`src/rtl/i2cw_pkg.sv`:
```
package i2cw_pkg;

    // Round a duration in ns up to whole clock cycles.
    function automatic int ns_to_cyc(input int ns, input int period_ns);
        return (ns + period_ns - 1) / period_ns;
    endfunction

    function automatic int max_of(input int a, input int b);
        return (a > b) ? a : b;
    endfunction

    // Bit positions in the sticky violation vector.
    localparam int V_EARLY = 0;
    localparam int V_SUSTA = 1;
    localparam int V_HDSTA = 2;
    localparam int V_SUSTO = 3;
    localparam int V_W     = 4;

endpackage

```
`src/rtl/i2cw_deglitch.sv`:
```
module i2cw_deglitch #(
    parameter int FILT_CYC = 10
) (
    input  logic clk,
    input  logic rst_n,
    input  logic line_i,
    output logic line_o
);
    localparam int CW = $clog2(FILT_CYC + 1);
    localparam logic [CW-1:0] LAST = CW'(FILT_CYC - 1);

    typedef struct packed {
        logic          sync1;
        logic          sync2;
        logic          level;
        logic [CW-1:0] cnt;
    } flt_t;

    flt_t st_d, st_q;

    always_comb begin
        st_d       = st_q;
        st_d.sync1 = line_i;
        st_d.sync2 = st_q.sync1;
        if (st_q.sync2 != st_q.level) begin
            if (st_q.cnt == LAST) begin
                st_d.level = st_q.sync2;
                st_d.cnt   = '0;
            end else begin
                st_d.cnt = st_q.cnt + 1'b1;
            end
        end else begin
            st_d.cnt = '0;
        end
    end

    always_ff @(posedge clk or negedge rst_n) begin
        if (!rst_n) begin
            st_q <= '{sync1: 1'b1, sync2: 1'b1, level: 1'b1, cnt: '0};
        end else begin
            st_q <= st_d;
        end
    end

    assign line_o = st_q.level;

endmodule

```
`src/rtl/i2cw_cond.sv`:
```
module i2cw_cond (
    input  logic clk,
    input  logic rst_n,
    input  logic scl_f,
    input  logic sda_f,
    output logic start_evt,
    output logic stop_evt,
    output logic start_o,
    output logic stop_o,
    output logic busy_o
);
    typedef struct packed {
        logic scl_prev;
        logic sda_prev;
        logic start;
        logic stop;
        logic busy;
    } cond_t;

    cond_t st_d, st_q;

    always_comb begin
        start_evt = st_q.scl_prev & scl_f & st_q.sda_prev & ~sda_f;
        stop_evt  = st_q.scl_prev & scl_f & ~st_q.sda_prev & sda_f;

        st_d          = st_q;
        st_d.scl_prev = scl_f;
        st_d.sda_prev = sda_f;
        st_d.start    = start_evt;
        st_d.stop     = stop_evt;
        if (start_evt) begin
            st_d.busy = 1'b1;
        end else if (stop_evt) begin
            st_d.busy = 1'b0;
        end
    end

    always_ff @(posedge clk or negedge rst_n) begin
        if (!rst_n) begin
            st_q <= '{scl_prev: 1'b1, sda_prev: 1'b1, start: 1'b0,
                      stop: 1'b0, busy: 1'b0};
        end else begin
            st_q <= st_d;
        end
    end

    assign start_o = st_q.start;
    assign stop_o  = st_q.stop;
    assign busy_o  = st_q.busy;

endmodule

```
`src/rtl/i2cw_timing.sv`:
```
module i2cw_timing
    import i2cw_pkg::*;
#(
    parameter int FREE_CYC  = 470,
    parameter int SUSTA_CYC = 470,
    parameter int HDSTA_CYC = 400,
    parameter int SUSTO_CYC = 400
) (
    input  logic           clk,
    input  logic           rst_n,
    input  logic           scl_f,
    input  logic           start_evt,
    input  logic           stop_evt,
    input  logic           busy_i,
    output logic           free_o,
    output logic [V_W-1:0] viol_o
);
    localparam int SAT_CYC = max_of(SUSTA_CYC, SUSTO_CYC);
    localparam int TOP_CYC = max_of(max_of(SAT_CYC, HDSTA_CYC), FREE_CYC);
    localparam int CW      = $clog2(TOP_CYC + 1) + 1;

    localparam logic [CW-1:0] SAT_L   = CW'(SAT_CYC);
    localparam logic [CW-1:0] SUSTA_L = CW'(SUSTA_CYC);
    localparam logic [CW-1:0] SUSTO_L = CW'(SUSTO_CYC);
    localparam logic [CW-1:0] HD_LAST = CW'(HDSTA_CYC - 1);
    localparam logic [CW-1:0] FR_LAST = CW'(FREE_CYC - 1);

    typedef struct packed {
        logic           scl_prev;
        logic [CW-1:0]  hi_cnt;
        logic           hold_act;
        logic [CW-1:0]  hold_cnt;
        logic [CW-1:0]  idle_cnt;
        logic           free;
        logic [V_W-1:0] viol;
    } tim_t;

    tim_t st_d, st_q;
    logic scl_fall;

    always_comb begin
        st_d          = st_q;
        st_d.scl_prev = scl_f;
        scl_fall      = st_q.scl_prev & ~scl_f;

        // Length of the current clock-high phase, saturating.
        if (!scl_f) begin
            st_d.hi_cnt = '0;
        end else if (st_q.hi_cnt != SAT_L) begin
            st_d.hi_cnt = st_q.hi_cnt + 1'b1;
        end

        // Hold window after a start.
        if (start_evt) begin
            st_d.hold_act = 1'b1;
            st_d.hold_cnt = CW'(1);
        end else if (st_q.hold_act) begin
            if (scl_fall) begin
                st_d.viol[V_HDSTA] = 1'b1;
                st_d.hold_act      = 1'b0;
            end else if (st_q.hold_cnt >= HD_LAST) begin
                st_d.hold_act = 1'b0;
            end else begin
                st_d.hold_cnt = st_q.hold_cnt + 1'b1;
            end
        end

        // Conditions, setup checks and free-time tracking.
        if (start_evt) begin
            if (st_q.hi_cnt < SUSTA_L) begin
                st_d.viol[V_SUSTA] = 1'b1;
            end
            if (!busy_i && !st_q.free) begin
                st_d.viol[V_EARLY] = 1'b1;
            end
            st_d.free     = 1'b0;
            st_d.idle_cnt = '0;
        end else if (stop_evt) begin
            if (st_q.hi_cnt < SUSTO_L) begin
                st_d.viol[V_SUSTO] = 1'b1;
            end
            st_d.free     = 1'b0;
            st_d.idle_cnt = '0;
        end else if (!busy_i && !st_q.free) begin
            if (st_q.idle_cnt == FR_LAST) begin
                st_d.free = 1'b1;
            end else begin
                st_d.idle_cnt = st_q.idle_cnt + 1'b1;
            end
        end
    end

    always_ff @(posedge clk or negedge rst_n) begin
        if (!rst_n) begin
            st_q <= '{scl_prev: 1'b1, hi_cnt: SAT_L, hold_act: 1'b0,
                      hold_cnt: '0, idle_cnt: '0, free: 1'b1, viol: '0};
        end else begin
            st_q <= st_d;
        end
    end

    assign free_o = st_q.free;
    assign viol_o = st_q.viol;

endmodule

```
`src/rtl/i2c_cond_watch.sv`:
```
module i2c_cond_watch
    import i2cw_pkg::*;
#(
    parameter bit FAST_MODE     = 1'b0,
    parameter int CLK_PERIOD_NS = 10
) (
    input  logic           clk,
    input  logic           rst_n,
    input  logic           scl_i,
    input  logic           sda_i,
    output logic           scl_o,
    output logic           sda_o,
    output logic           start_o,
    output logic           stop_o,
    output logic           busy_o,
    output logic           free_o,
    output logic [V_W-1:0] viol_o
);
    localparam int SPIKE_NS = FAST_MODE ? 50   : 100;
    localparam int FREE_NS  = FAST_MODE ? 1300 : 4700;
    localparam int SUSTA_NS = FAST_MODE ? 600  : 4700;
    localparam int HDSTA_NS = FAST_MODE ? 600  : 4000;
    localparam int SUSTO_NS = FAST_MODE ? 600  : 4000;

    localparam int SPIKE_CYC = max_of(ns_to_cyc(SPIKE_NS, CLK_PERIOD_NS), 1);
    localparam int FREE_CYC  = max_of(ns_to_cyc(FREE_NS,  CLK_PERIOD_NS), 1);
    localparam int SUSTA_CYC = max_of(ns_to_cyc(SUSTA_NS, CLK_PERIOD_NS), 1);
    localparam int HDSTA_CYC = max_of(ns_to_cyc(HDSTA_NS, CLK_PERIOD_NS), 1);
    localparam int SUSTO_CYC = max_of(ns_to_cyc(SUSTO_NS, CLK_PERIOD_NS), 1);

    localparam int LINES = 2;   // index 0: clock line, 1: data line

    logic [LINES-1:0] raw_lines;
    logic [LINES-1:0] clean_lines;
    logic             start_evt;
    logic             stop_evt;

    assign raw_lines = {sda_i, scl_i};

    for (genvar g = 0; g < LINES; g++) begin : g_filt
        i2cw_deglitch #(.FILT_CYC(SPIKE_CYC)) u_flt (
            .clk    (clk),
            .rst_n  (rst_n),
            .line_i (raw_lines[g]),
            .line_o (clean_lines[g])
        );
    end

    assign scl_o = clean_lines[0];
    assign sda_o = clean_lines[1];

    i2cw_cond u_cond (
        .clk       (clk),
        .rst_n     (rst_n),
        .scl_f     (clean_lines[0]),
        .sda_f     (clean_lines[1]),
        .start_evt (start_evt),
        .stop_evt  (stop_evt),
        .start_o   (start_o),
        .stop_o    (stop_o),
        .busy_o    (busy_o)
    );

    i2cw_timing #(
        .FREE_CYC  (FREE_CYC),
        .SUSTA_CYC (SUSTA_CYC),
        .HDSTA_CYC (HDSTA_CYC),
        .SUSTO_CYC (SUSTO_CYC)
    ) u_tim (
        .clk       (clk),
        .rst_n     (rst_n),
        .scl_f     (clean_lines[0]),
        .start_evt (start_evt),
        .stop_evt  (stop_evt),
        .busy_i    (busy_o),
        .free_o    (free_o),
        .viol_o    (viol_o)
    );

endmodule

```
`config.mk`:
```
export PLATFORM = sky130hd
export DESIGN_NAME = i2c_cond_watch
export DESIGN_NICKNAME = d
export VERILOG_FILES = /design/src/rtl/i2cw_pkg.sv /design/src/rtl/i2cw_deglitch.sv /design/src/rtl/i2cw_cond.sv /design/src/rtl/i2cw_timing.sv /design/src/rtl/i2c_cond_watch.sv
export SDC_FILE = /design/constraint.sdc
export NUM_CORES = 1
export LEC_CHECK = 0
export BUFFER_PORTS_ARGS = -buffer_cell sky130_fd_sc_hd__buf_2
export CAP_MARGIN = 25
export CORE_ASPECT_RATIO = 2
export CORE_UTILIZATION = 45
export DETAILED_ROUTE_END_ITERATION = 16
export MAX_ROUTING_LAYER = met4
export PLACE_DENSITY = 0.66
export SLEW_MARGIN = 25
export SYNTH_ARGS = -nofsm -noshare
export SYNTH_HDL_FRONTEND = slang
export SYNTH_SLANG_ARGS = --single-unit
```
`constraint.sdc`:
```
create_clock -name clk -period 2 [get_ports clk]
set_input_delay 0.4 -clock clk [delete_from_list [all_inputs] [get_ports clk]]
set_output_delay 0.4 -clock clk [all_outputs]
set_load 0.005 [all_outputs]
```
Word-level counts from Yosys, hierarchy flattened
Index checks and enable logic that the tools add are counted.
- bits in registers: 55
- bits of input ports: 4
- output and inout bits: 10
- logic and storage cells: 85
- add/sub/neg operators: 5
- magnitude comparators: 3
- equal/unequal tests: 10
- muxes and demuxes: 19
- bitwise gates (word level): 10
- reduce and logical (&&, ||, !) cells: 16
- operators with widths (operator ; count):
    11-bit two-way mux ; 5
    10-bit two-way mux ; 5
    10-bit by 1-bit adder with 10-bit output, second input constant ; 3
    10-bit by 9-bit less-than comparator with 1-bit output, second input constant ; 2
    4-bit two-way mux ; 4
    2-bit AND reduction ; 6
    10-bit by 9-bit == test with 1-bit output, second input constant ; 1
    10-bit by 9-bit greater-or-equal comparator with 1-bit output, second input constant ; 1
    10-bit by 9-bit inequality test with 1-bit output, second input constant ; 1
    3-bit AND reduction ; 3
    4-bit by 1-bit adder with 4-bit output, second input constant ; 2
    4-bit == test, second input constant ; 2
    1-bit bitwise AND ; 6
    3-bit nonzero test ; 2
    1-bit two-way mux ; 5
    2-bit inequality test, second input constant ; 2
    1-bit NOT ; 4
    2-bit nonzero test ; 2
    3-bit inequality test, second input constant ; 1
    1-bit logical NOT ; 2
    1-bit inequality test ; 2
    2-bit by 1-bit inequality test with 1-bit output, second input constant ; 1
    1-bit logical AND ; 1

Longest topological paths before layout
Gate-level depths: netlist of run 1.
- depth after elaboration: 5
- mapped depth: 6

Hierarchy
Synthesis of run 1 repeated with hierarchy kept, for this count alone.
- cells, all modules: 259
- area total of the unflattened synthesis: 2711.4 um^2
- by module, submodules not included (module ; times used ; cells an instance ; area each (um^2)):
    i2cw_timing ; 1 ; 205 ; 1964.4
    i2cw_deglitch ; 2 ; 21 ; 292.8
    i2cw_cond ; 1 ; 12 ; 161.4

Least setup slack after synthesis of run 1
No wires, ideal clock.
- kind: register -> register
- start: reg g_filt[0].u_flt.st_q, in the netlist g_filt[0].u_flt.line_o
- end: reg u_tim.st_q[22] in the netlist's numbering
- library setup time: 0.120 ns
- data arrival time: 1.533 ns
- required time: 1.880 ns
- setup slack: 0.347 ns
- stages on the path, launching flop included: 6
- cell sequence: dfstp_2 buf_6 nand2b_4 nand4_1 or4_1 and3_1
- longest elaborated chain between the ends: 5
- elaborated cells between the ends (all ways): 10
- ends and longest elaborated chain (what ; line ; text):
    start: declaration ; i2cw_deglitch.sv:19 ; flt_t st_d, st_q;
    start signal: assignment ; i2cw_deglitch.sv:39 ; st_q <= '{sync1: 1'b1, sync2: 1'b1, level: 1'b1, cnt: '0};
    start signal: assignment ; i2cw_deglitch.sv:41 ; st_q <= st_d;
    1-bit bitwise AND (3 in a row) ; i2cw_cond.sv:23 ; start_evt = st_q.scl_prev & scl_f & st_q.sda_prev & ~sda_f;
    2-bit inequality test (no source line) / 2-bit nonzero test (equally long branches) ; n/a ;
    3-bit AND reduction (no source line) ; n/a ;
    end signal: assignment ; i2cw_timing.sv:95 ; st_q <= '{scl_prev: 1'b1, hi_cnt: SAT_L, hold_act: 1'b0,
    end signal: assignment ; i2cw_timing.sv:98 ; st_q <= st_d;
    end: declaration ; i2cw_timing.sv:38 ; tim_t st_d, st_q;
Several ways; a longest one is shown, not always the timed one.
A chain may end at the register's enable or synchronous reset.

Worst setup path in the final report of run 1
Same ends and word-level chain as after synthesis.

==> flow_metrics.tcl, run 1 <==
set metrics [dict create \
    antenna_found_initial 0 \
    hold_viol 0 \
    fmax_mhz 586 \
    p_leak_nw 1.30 \
    cts_num_sinks 55 \
    cts.hold.buffers_added 0 \
    powerDensity_nw_per_um2 791 \
    cts_tree "yes" \
    wl_um 4590 \
    clk_pin_slew_ns 0.10 \
    ir_drop_uv 833 \
    finalWeightedCongestion 0.776 \
    period_minus_slack_ns 1.71 \
    drc_errors 0 \
    synth_common_cells "dfrtp_1, nor2_1, dfstp_2" \
    timing.setup.tns_ns 0 \
    viasPerCell 5.53 \
    grt_pass1_wl_um 8150 \
    seqPwrFrac 0.548 \
    crit_fanout 10 \
    ys_seq_area_frac 0.540 \
    async_reset_ff_frac 1.00 \
    fp.dieH_um 109 \
    relSlewSlack 0.656 \
    placed_area_um2 2700 \
    postLayoutCellArea_um2 2830 \
    pwr-share-clk 0.385 \
    clock_latency_ns 0.31 \
    setup_viol 0 \
    yosysTopAreaCell "dfrtp_1" \
    maxCapViolCount 0 \
    swShare 0.223 \
    holdCritPathClass "primary input to asynchronous set/reset pin" \
    portBuffers 13 \
    syn-num-nets 252 \
    cts_max_path_buffers 2 \
    intPower_w 0.00174 \
    ys.flop_type "dfrtp_1" \
    postSynthCellCount 240 \
    startpoint_type "register" \
    rsz0062_at_grt "no" \
    die_w_um 55.6 \
    yosys_warnings 0 \
    antenna_cells 0 \
    track_usage 0.180 \
    end_kind "register" \
    gr-total-overflow 0 \
    nets 267 \
    ant_nets 0 \
    yosysTopAreaCellShare 0.388 \
    vias 1746 \
    crit_required_ns 2.21 \
    holdWs_ns 0.0447 \
    grt_pass1_vias 1800 \
    p_sw_w 0.000499 \
    die_area_um2 6060 \
    status "complete, no violations" \
    cts_root_buf "clkbuf_8" \
    worstMarginPinSlew_ns 0.517 \
    power_frac_comb 0.067 \
    synth_area_um2 2580 \
    yosys-top-cells-area "dfrtp_1, dfstp_2, xor2_1, ha_1, nor2_1" \
    placementRows 38 \
    critPathKind "register to register" \
    slew_violations 0 \
    cts_resized 0 \
    drtPass1Iterations 4 \
    wl_per_cell_um 14.5 \
    avgSynthCellArea_um2 10.8 \
    synth_edf_count 0 \
    drive_above_1_share 0.180 \
    grt_max_degree 35 \
    cts_htree_levels 2 \
    finalCritPeriodShare 0.853 \
    core_area_um2 5470 \
    cts-buffers-inserted 5 \
    pin_count 14 \
    initial_core_util 0.472 \
    drt_iter0_drc 60 \
    synth_cell_types 45 \
    synthToLayoutAreaGrowth_pct 9.74 \
    cts_setup_buffers 0 \
    yosys.cell_count.top_type "dfrtp_1" \
    cp.arrival_ns 1.92 \
    hpwlAfterDp_um 3330 \
    synth_seq_cells 55 \
    skew_ns 0.00645 \
]
-- worst paths after layout --
kind	endpoint	startpoint	slack, ns	cells after the start
worst max-delay path	u_tim.st_q[22]$_DFFE_PN0P_	g_filt[0].u_flt.line_o$_DFFE_PN1P_	0.29	4
worst min-delay path	u_tim.st_q[13]$_DFFE_PN0P_	rst_n	0.04	1
worst max register to register	u_tim.st_q[22]$_DFFE_PN0P_	g_filt[0].u_flt.line_o$_DFFE_PN1P_	0.29	4
worst min register to register	g_filt[0].u_flt.st_q[5]$_DFF_PN1_	g_filt[0].u_flt.st_d[5]$_DFF_PN1_	0.36	0
max in group asynchronous	u_tim.st_q[34]$_DFFE_PN1P_	rst_n	1.33	2
min in group clk	g_filt[1].u_flt.st_d[5]$_DFF_PN1_	sda_i	0.17	1
-- worst max-delay path: stages (launching register included) --
cell and delay (ns):
dfstp_2 0.63, nand2b_4 0.19, nand4_1 0.13, or4_1 0.47, and3_1 0.19
-- stage by stage --
| stage | std cells | setup WS, ns | power (W) | util |
|---|---|---|---|---|
| floorplan | 240 | 0.347 | 0.00134 | - |
| global placement | 308 | 0.328 | 0.00140 | 0.494 |
| detailed placement | 308 | 0.307 | 0.00140 | 0.494 |
| CTS | 316 | 0.292 | 0.00228 | 0.518 |
| global route | 316 | 0.179 | 0.00234 | 0.518 |
| finish | 316 | 0.294 | 0.00224 | 0.518 |
-- flip-flops by register name, indices dropped and copies added, names as in the netlist --
register and count:
g_filt.u_flt.line_o 2, g_filt.u_flt.st_d 2, g_filt.u_flt.st_q 10, u_cond.busy_o 1, u_cond.st_q 1, u_cond.start_o 1, u_cond.stop_o 1, u_tim.free_o 1
u_tim.st_q 32, u_tim.viol_o 4
-- power by group through the flow --
stage	sequential, W	clock (W)	combinational (W)
floorplan	0.00123	0	0.000105
global placement	0.00125	0	0.000148
detailed placement	0.00125	0	0.000154
CTS	0.00123	0.000891	0.000155
global route	0.00124	0.000923	0.000178
finish	0.00123	0.000863	0.000149
-- cells in the final DEF (no fill, tap or decap), types with 3 or more instances in the layout --
cell / n
xor2_1: 13
a21o_1: 3
a21oi_1: 9
xnor2_1: 5
and2_1: 9
or3_1: 7
and3_1: 5
clkbuf_8: 5
nand2_1: 14
nand3_1: 13
dfrtp_1: 40
nand4_1: 9
buf_2: 13
nor3_1: 5
ha_1: 8
inv_1: 10
dfstp_2: 15
nor2_1: 22
o21ai_0: 14
-- kinds of logic (layout without fill, tap and decap cells) --
group | Yosys count | after routing | share of synthesized area
buffers and inverters | 18 | 34 | 0.0349
flip-flops | 55 | 55 | 0.540
AO/OA/AOI/OAI | 39 | 39 | 0.101
multiplexers | 2 | 2 | 0.00872
adder cells (fa/ha/maj) | 8 | 8 | 0.0388
XOR/XNOR | 18 | 18 | 0.0610
AND/OR/NAND/NOR | 100 | 100 | 0.215
-- layout make-up --
cell class / count / area [µm²]
Inverter: 11 / 41.3
Sequential cell: 55 / 1400
Multi-Input combinational cell: 167 / 1100
Clock buffer: 6 / 72.6
Clock inverter: 2 / 60.1
Timing Repair Buffer: 15 / 92.6
Fill cell: 491 / 2630
Tap cell: 60 / 75.1
-- per-layer routing --
layer	GRT usage	vias to the layer above	routed length [µm]
met5	-	-	0
met4	0.0839	0	99
met3	0.0356	7	122
met2	0.330	21	2560
met1	0.181	857	1810
li1	-	861	-
No activity file was read; power rests on OpenSTA's default activity.
==> run 2: changes to the inputs <==
--- a/config.mk
+++ b/config.mk
@@ -15,4 +15,5 @@
 export SLEW_MARGIN = 25
 export SYNTH_ARGS = -nofsm -noshare
 export SYNTH_HDL_FRONTEND = slang
+export SYNTH_HIERARCHICAL = 1
 export SYNTH_SLANG_ARGS = --single-unit
==> run 2 against run 1 <==
Via count grew 8.9%; first-iteration DRC count grew 5.0%; synthesized cell count grew 7.9%; cell area grew 6.4%; critical path depth grew 2; clock skew shrank 0.0028 ns; die area grew 4.9%; sequential share of layout area shrank 2.1 points; flip-flop and latch count grew 1; critical path type unchanged; critical endpoint is now u_tim/st_q[17]$_DFFE_PN0P_; highest routed layer unchanged.
==> flow_metrics.tcl, run 2 <==
set metrics [dict create \
    hpwlAfterDp_um 3380 \
    clk_pin_slew_ns 0.07 \
    powerDensity_nw_per_um2 767 \
    total_power_w 0.00231 \
    placed_area_um2 2860 \
    vias 1902 \
    cp.arrival_ns 2.07 \
    cts_max_path_buffers 2 \
    postLayoutCellArea_um2 3010 \
    avgSynthCellArea_um2 10.5 \
    synth_edf_count 0 \
    cts_num_sinks 56 \
    fp.dieH_um 112 \
    yosys-top-cells-area "dfrtp_1, dfstp_2, ha_1, nor2_1, nand2_1" \
    placementRows 39 \
    async_reset_ff_frac 1.00 \
    cts_tree "yes" \
    rsz0062_at_grt "no" \
    yosys_warnings 6 \
    ant_nets 0 \
    seqCellArea_um2 1420 \
    timing.setup.tns_ns 0 \
    yosys.cell_count.top_type "dfrtp_1" \
    grt_max_degree 57 \
    multi_input_area_um2 1180 \
    status "complete, no violations" \
    wl_per_cell_um 14.4 \
    cts.hold.buffers_added 0 \
    ys.flop_type "dfrtp_1" \
    clock_latency_ns 0.29 \
    pin_count 14 \
    portBuffers 13 \
    fill_cells 520 \
    crit_required_ns 2.22 \
    relSlewSlack 0.531 \
    period_minus_slack_ns 1.86 \
    finalCritPeriodShare 0.928 \
    synth_area_um2 2710 \
    gr-total-overflow 0 \
    final_cell_mix "dfrtp_1, nor2_1, nand2_1" \
    track_usage 0.173 \
    drc_errors 0 \
    synth_common_cells "dfrtp_1, nor2_1, nand2_1" \
    end_kind "register" \
    grt_pass1_wl_um 8400 \
    synthToLayoutAreaGrowth_pct 11.2 \
    wl_um 4850 \
    yosysTopAreaCellShare 0.369 \
    die_area_um2 6360 \
    drive_above_1_share 0.207 \
    largest_reg_flops 32 \
    slew_violations 0 \
    crit_fanout 9 \
    antenna_found_initial 0 \
    layout_setup_ws_ns 0.145 \
    final_common_cell "dfrtp_1" \
    cts-buffers-inserted 5 \
    holdCritPathClass "primary input to asynchronous set/reset pin" \
    setup_viol 0 \
    antenna_cells 0 \
    core_area_um2 5760 \
    worstMarginPinSlew_ns 0.694 \
    place_worst_setup_slack_ns 0.159 \
    critPathKind "register to register" \
    grt_pass1_vias 1901 \
    hold_viol 0 \
    finalWeightedCongestion 0.803 \
    skew_ns 0.00365 \
    syn-num-nets 272 \
    cts_resized 0 \
    ys_seq_area_frac 0.524 \
    cts_root_buf "clkbuf_16" \
    maxCapViolCount 0 \
    drtPass1Iterations 4 \
    startpoint_type "register" \
    utilization 0.523 \
    drt_iter0_drc 63 \
    synth_cell_types 45 \
    ir_drop_uv 571 \
    top_register "u_tim/st_q" \
    yosysTopAreaCell "dfrtp_1" \
    cts_htree_levels 2 \
    postSynthCellCount 259 \
    synth_seq_cells 56 \
    nets 288 \
    fmax_mhz 539 \
    initial_core_util 0.471 \
    cts_setup_buffers 0 \
    p_leak_nw 1.37 \
    viasPerCell 5.64 \
    die_w_um 56.9 \
]
run 2: metrics by stage:
step | cells | hold WS (ns)
2_1_floorplan | 259 | 0.104
3_3_place_gp | 329 | 0.346
3_5_place_dp | 329 | 0.347
4_1_cts | 337 | 0.102
5_1_grt | 337 | 0.114
6_report | 337 | 0.0858
run 2: cell families after synthesis:
| logic type | after synthesis | share of synthesized area |
|---|---|---|
| buf+inv | 22 | 0.0388 |
| compound gates | 45 | 0.109 |
| simple gates | 108 | 0.219 |
| fa+ha+maj | 9 | 0.0415 |
| xor+xnor | 16 | 0.0517 |
| flops | 56 | 0.524 |
| mux | 3 | 0.0152 |
run 2: final timing paths:
| kind | start | endpoint | slack [ns] | cells past startpoint |
|---|---|---|---|---|
| min | rst_n | u_tim/st_q[10]$_DFFE_PN0P_ | 0.09 | 2 |
| max | u_tim/st_q[15]$_DFFE_PN0P_ | u_tim/st_q[17]$_DFFE_PN0P_ | 0.14 | 6 |
| min reg2reg | g_filt[0].u_flt/st_d[5]$_DFF_PN1_ | g_filt[0].u_flt/st_q[5]$_DFF_PN1_ | 0.36 | 0 |
| max in group asynchronous | rst_n | u_tim/st_q[28]$_DFFE_PN1P_ | 1.61 | 2 |
| max reg2reg | u_tim/st_q[15]$_DFFE_PN0P_ | u_tim/st_q[17]$_DFFE_PN0P_ | 0.14 | 6 |
| min in group clk | scl_i | g_filt[0].u_flt/st_d[5]$_DFF_PN1_ | 0.20 | 1 |
run 2: layer usage:
layer | global-route usage | vias to the layer above | part of all wire
met5 | - | - | 0
met4 | 0.0699 | 0 | 0.014
met3 | 0.0372 | 6 | 0.033
met2 | 0.302 | 33 | 0.54
met1 | 0.186 | 927 | 0.41
li1 | - | 936 | -
run 2: final cells by class:
class,instances,share of cell area
well taps,61,0.0253
repair buffers,22,0.0482
clock buffers,5,0.0415
flip-flops and latches,56,0.472
multi-input cells,181,0.393
inverters,9,0.0112
clock inverters,3,0.00913
run 2: critical path, cell delays in order, from the launching register on:
cell     delay [ns]
dfrtp_1        0.41
ha_1           0.22
nand3_1        0.12
a21oi_1        0.18
buf_4          0.21
or4_1          0.47
a21oi_1        0.16
run 2: where the power goes:
group / internal, W / leakage [nW] / switching [W]
clock network: 0.000475 / 0.0719 / 0.000413
logic: 0.0000782 / 0.594 / 0.0000892
registers: 0.00120 / 0.705 / 0.0000587
==> run 3: changes to the inputs <==
--- a/config.mk
+++ b/config.mk
@@ -10,8 +10,10 @@
 export CORE_ASPECT_RATIO = 2
 export CORE_UTILIZATION = 45
 export DETAILED_ROUTE_END_ITERATION = 16
+export GPL_TIMING_DRIVEN = 0
 export MAX_ROUTING_LAYER = met4
 export PLACE_DENSITY = 0.66
+export SETUP_SLACK_MARGIN = 0.5
 export SLEW_MARGIN = 25
 export SYNTH_ARGS = -nofsm -noshare
 export SYNTH_HDL_FRONTEND = slang
==> run 3 against run 2 <==
The flow now finishes with violations (design-rule violations); flip-flop and latch count did not move; via count is 9.1% higher; largest power group unchanged; global-route usage up 2.4 points; clock-buffer cell count increased by 1; cell count rose by 8.9%; first-iteration DRC count down 1.6%; sequential power about the same; sequential share of layout area is 6.6 points lower; non-clock buffer count rose by 30; utilization is 8.6 points higher.
==> flow_metrics.tcl, run 3 (synthesis gave the netlist of run 2 again) <==
set metrics [dict create \
    holdCritPathClass "primary input to asynchronous set/reset pin" \
    grt_max_degree 57 \
    crit_required_ns 2.23 \
    top_register "u_tim/st_q" \
    grt_pass1_wl_um 9510 \
    core_area_um2 5760 \
    skew_ns 0.00925 \
    r2r_slack_ns 0.23 \
    cts.hold.buffers_added 0 \
    die_area_um2 6360 \
    timing.setup.tns_ns 0 \
    rsz0062_at_grt "yes" \
    antenna_found_initial 0 \
    portBuffers 13 \
    ir_drop_uv 660 \
    cts_tree "yes" \
    viasPerCell 5.66 \
    cts-buffers-inserted 5 \
    power_frac_comb 0.081 \
    largest_reg_flops 32 \
    vias 2076 \
    startpoint_type "register" \
    holdWs_ns 0.134 \
    powerDensity_nw_per_um2 671 \
    fp.dieH_um 112 \
    drc_errors 4 \
    ant_nets 0 \
    hold_viol 0 \
    maxCapViolCount 0 \
    p_sw_w 0.000565 \
    synthToLayoutAreaGrowth_pct 29.4 \
    cp.arrival_ns 2.00 \
    fill_cells 488 \
    final_cell_mix "dfrtp_1, nor2_1, buf_4" \
    wl_met1_um 2240 \
    period_minus_slack_ns 1.77 \
    fmax_mhz 564 \
    gr-total-overflow 0 \
    drtPass1Iterations 10 \
    worstMarginPinSlew_ns 0.703 \
    nets 318 \
    clock_latency_ns 0.30 \
    crit_fanout 5 \
    slew_violations 0 \
    cts_root_buf "clkbuf_16" \
    timing.rr.start "g_filt[0].u_flt/line_o$_DFFE_PN1P_" \
    swShare 0.240 \
    seqPwrFrac 0.536 \
    die_w_um 56.9 \
    antenna_cells 0 \
    finalWeightedCongestion 0.802 \
    critPathKind "register to register" \
    finalCritPeriodShare 0.887 \
    cts_htree_levels 2 \
    clk_pin_slew_ns 0.07 \
    track_usage 0.197 \
    highest_layer "met4" \
    reg2reg_depth 5 \
    wl_per_cell_um 15.5 \
    relSlewSlack 0.531 \
    drt_iter0_drc 62 \
    cts_max_path_buffers 2 \
    pin_count 14 \
    failed_checks "design-rule violations" \
    total_power_w 0.00236 \
    drive_above_1_share 0.382 \
    intPower_w 0.00179 \
    status "finished with violations" \
    placementRows 39 \
    grt_pass1_vias 2141 \
    r2r-end "u_tim/st_q[18]$_DFFE_PN0P_" \
    end_kind "register" \
    cts_num_sinks 56 \
    p_leak_nw 1.58 \
    initial_core_util 0.471 \
    pwr-share-clk 0.383 \
    route.met3.wl_um 158 \
    setup_viol 0 \
    final_common_cell "dfrtp_1" \
    wl_met2_um 3100 \
    hpwlAfterDp_um 3380 \
    wl_um 5670 \
]
==> run 3: cell types whose count changed in the layout (fill, tap and decap cells not counted), sizes merged <==
| cell | delta |
|---|---|
| buf | +26 |
| clkinvlp | -1 |
| clkbuf | +5 |
==> run 3: worst max-delay path by stage <==
stage	slack, ns	from	end	cells after the start
after global routing	0.19	g_filt[0].u_flt/line_o$_DFFE_PN1P_	u_tim/st_q[18]$_DFFE_PN0P_	5
after detailed placement	0.05	g_filt[0].u_flt/line_o$_DFFE_PN1P_	u_tim/st_q[19]$_DFFE_PN0P_	5
after CTS	0.23	g_filt[0].u_flt/line_o$_DFFE_PN1P_	u_tim/st_q[19]$_DFFE_PN0P_	5
after global placement	0.06	g_filt[0].u_flt/line_o$_DFFE_PN1P_	u_tim/st_q[19]$_DFFE_PN0P_	5
after floorplan	0.22	g_filt[0].u_flt/line_o$_DFFE_PN1P_	u_tim/st_q[19]$_DFFE_PN0P_	5
final	0.23	g_filt[0].u_flt/line_o$_DFFE_PN1P_	u_tim/st_q[18]$_DFFE_PN0P_	5
==> run 3: power by group through the flow <==
stage	clock network (W)	logic [W]	registers, W
finish	0.000902	0.000191	0.00126
CTS	0.000934	0.000184	0.00126
detailed placement	0	0.000162	0.00128
global route	0.000976	0.000222	0.00127
global placement	0	0.000157	0.00128
floorplan	0	0.000114	0.00127
==> run 3: layout make-up <==
| type | count | area (µm²) | share of cell area |
|---|---|---|---|
| tap | 61 | 76.3 | 0.0218 |
| buffer | 13 | 124 | 0.0353 |
| clock buffer | 6 | 139 | 0.0396 |
| sequential | 56 | 1420 | 0.405 |
| timing repair buffer | 39 | 308 | 0.0877 |
| inverter | 9 | 36.3 | 0.0103 |
| clock inverter | 2 | 13.8 | 0.00392 |
| multi-input combinational | 181 | 1390 | 0.396 |
==> run 3: worst max-delay path: stages, from the launching register on <==
cell     delay, ns
dfstp_2       0.56
nor2b_2       0.06
or3b_4        0.41
buf_6         0.15
or4_4         0.41
a21oi_2       0.12
==> run 3: what timing repair did <==
item                       in CTS  in global routing
resized for setup              31                 43
cloned                          2                  0
pin swaps                       5                 10
setup endpoints to repair      33                 35
buffers inserted               14                 10
==> run 3: metrics by stage <==
step	utilization	setup WS, ns	cell area [µm²]	cells
after floorplan	-	0.215	2750	259
after global placement	0.501	0.0589	2890	333
after detailed placement	0.502	0.0519	2890	333
after CTS	0.573	0.232	3300	357
after global routing	0.609	0.187	3510	367
final	0.609	0.227	3510	367
==> run 3: metal layers <==
layer,global-route usage,vias to the layer above
met1,0.211,1012
met2,0.338,42
met5,-,-
met4,0.107,0
li1,-,1005
met3,0.0325,17
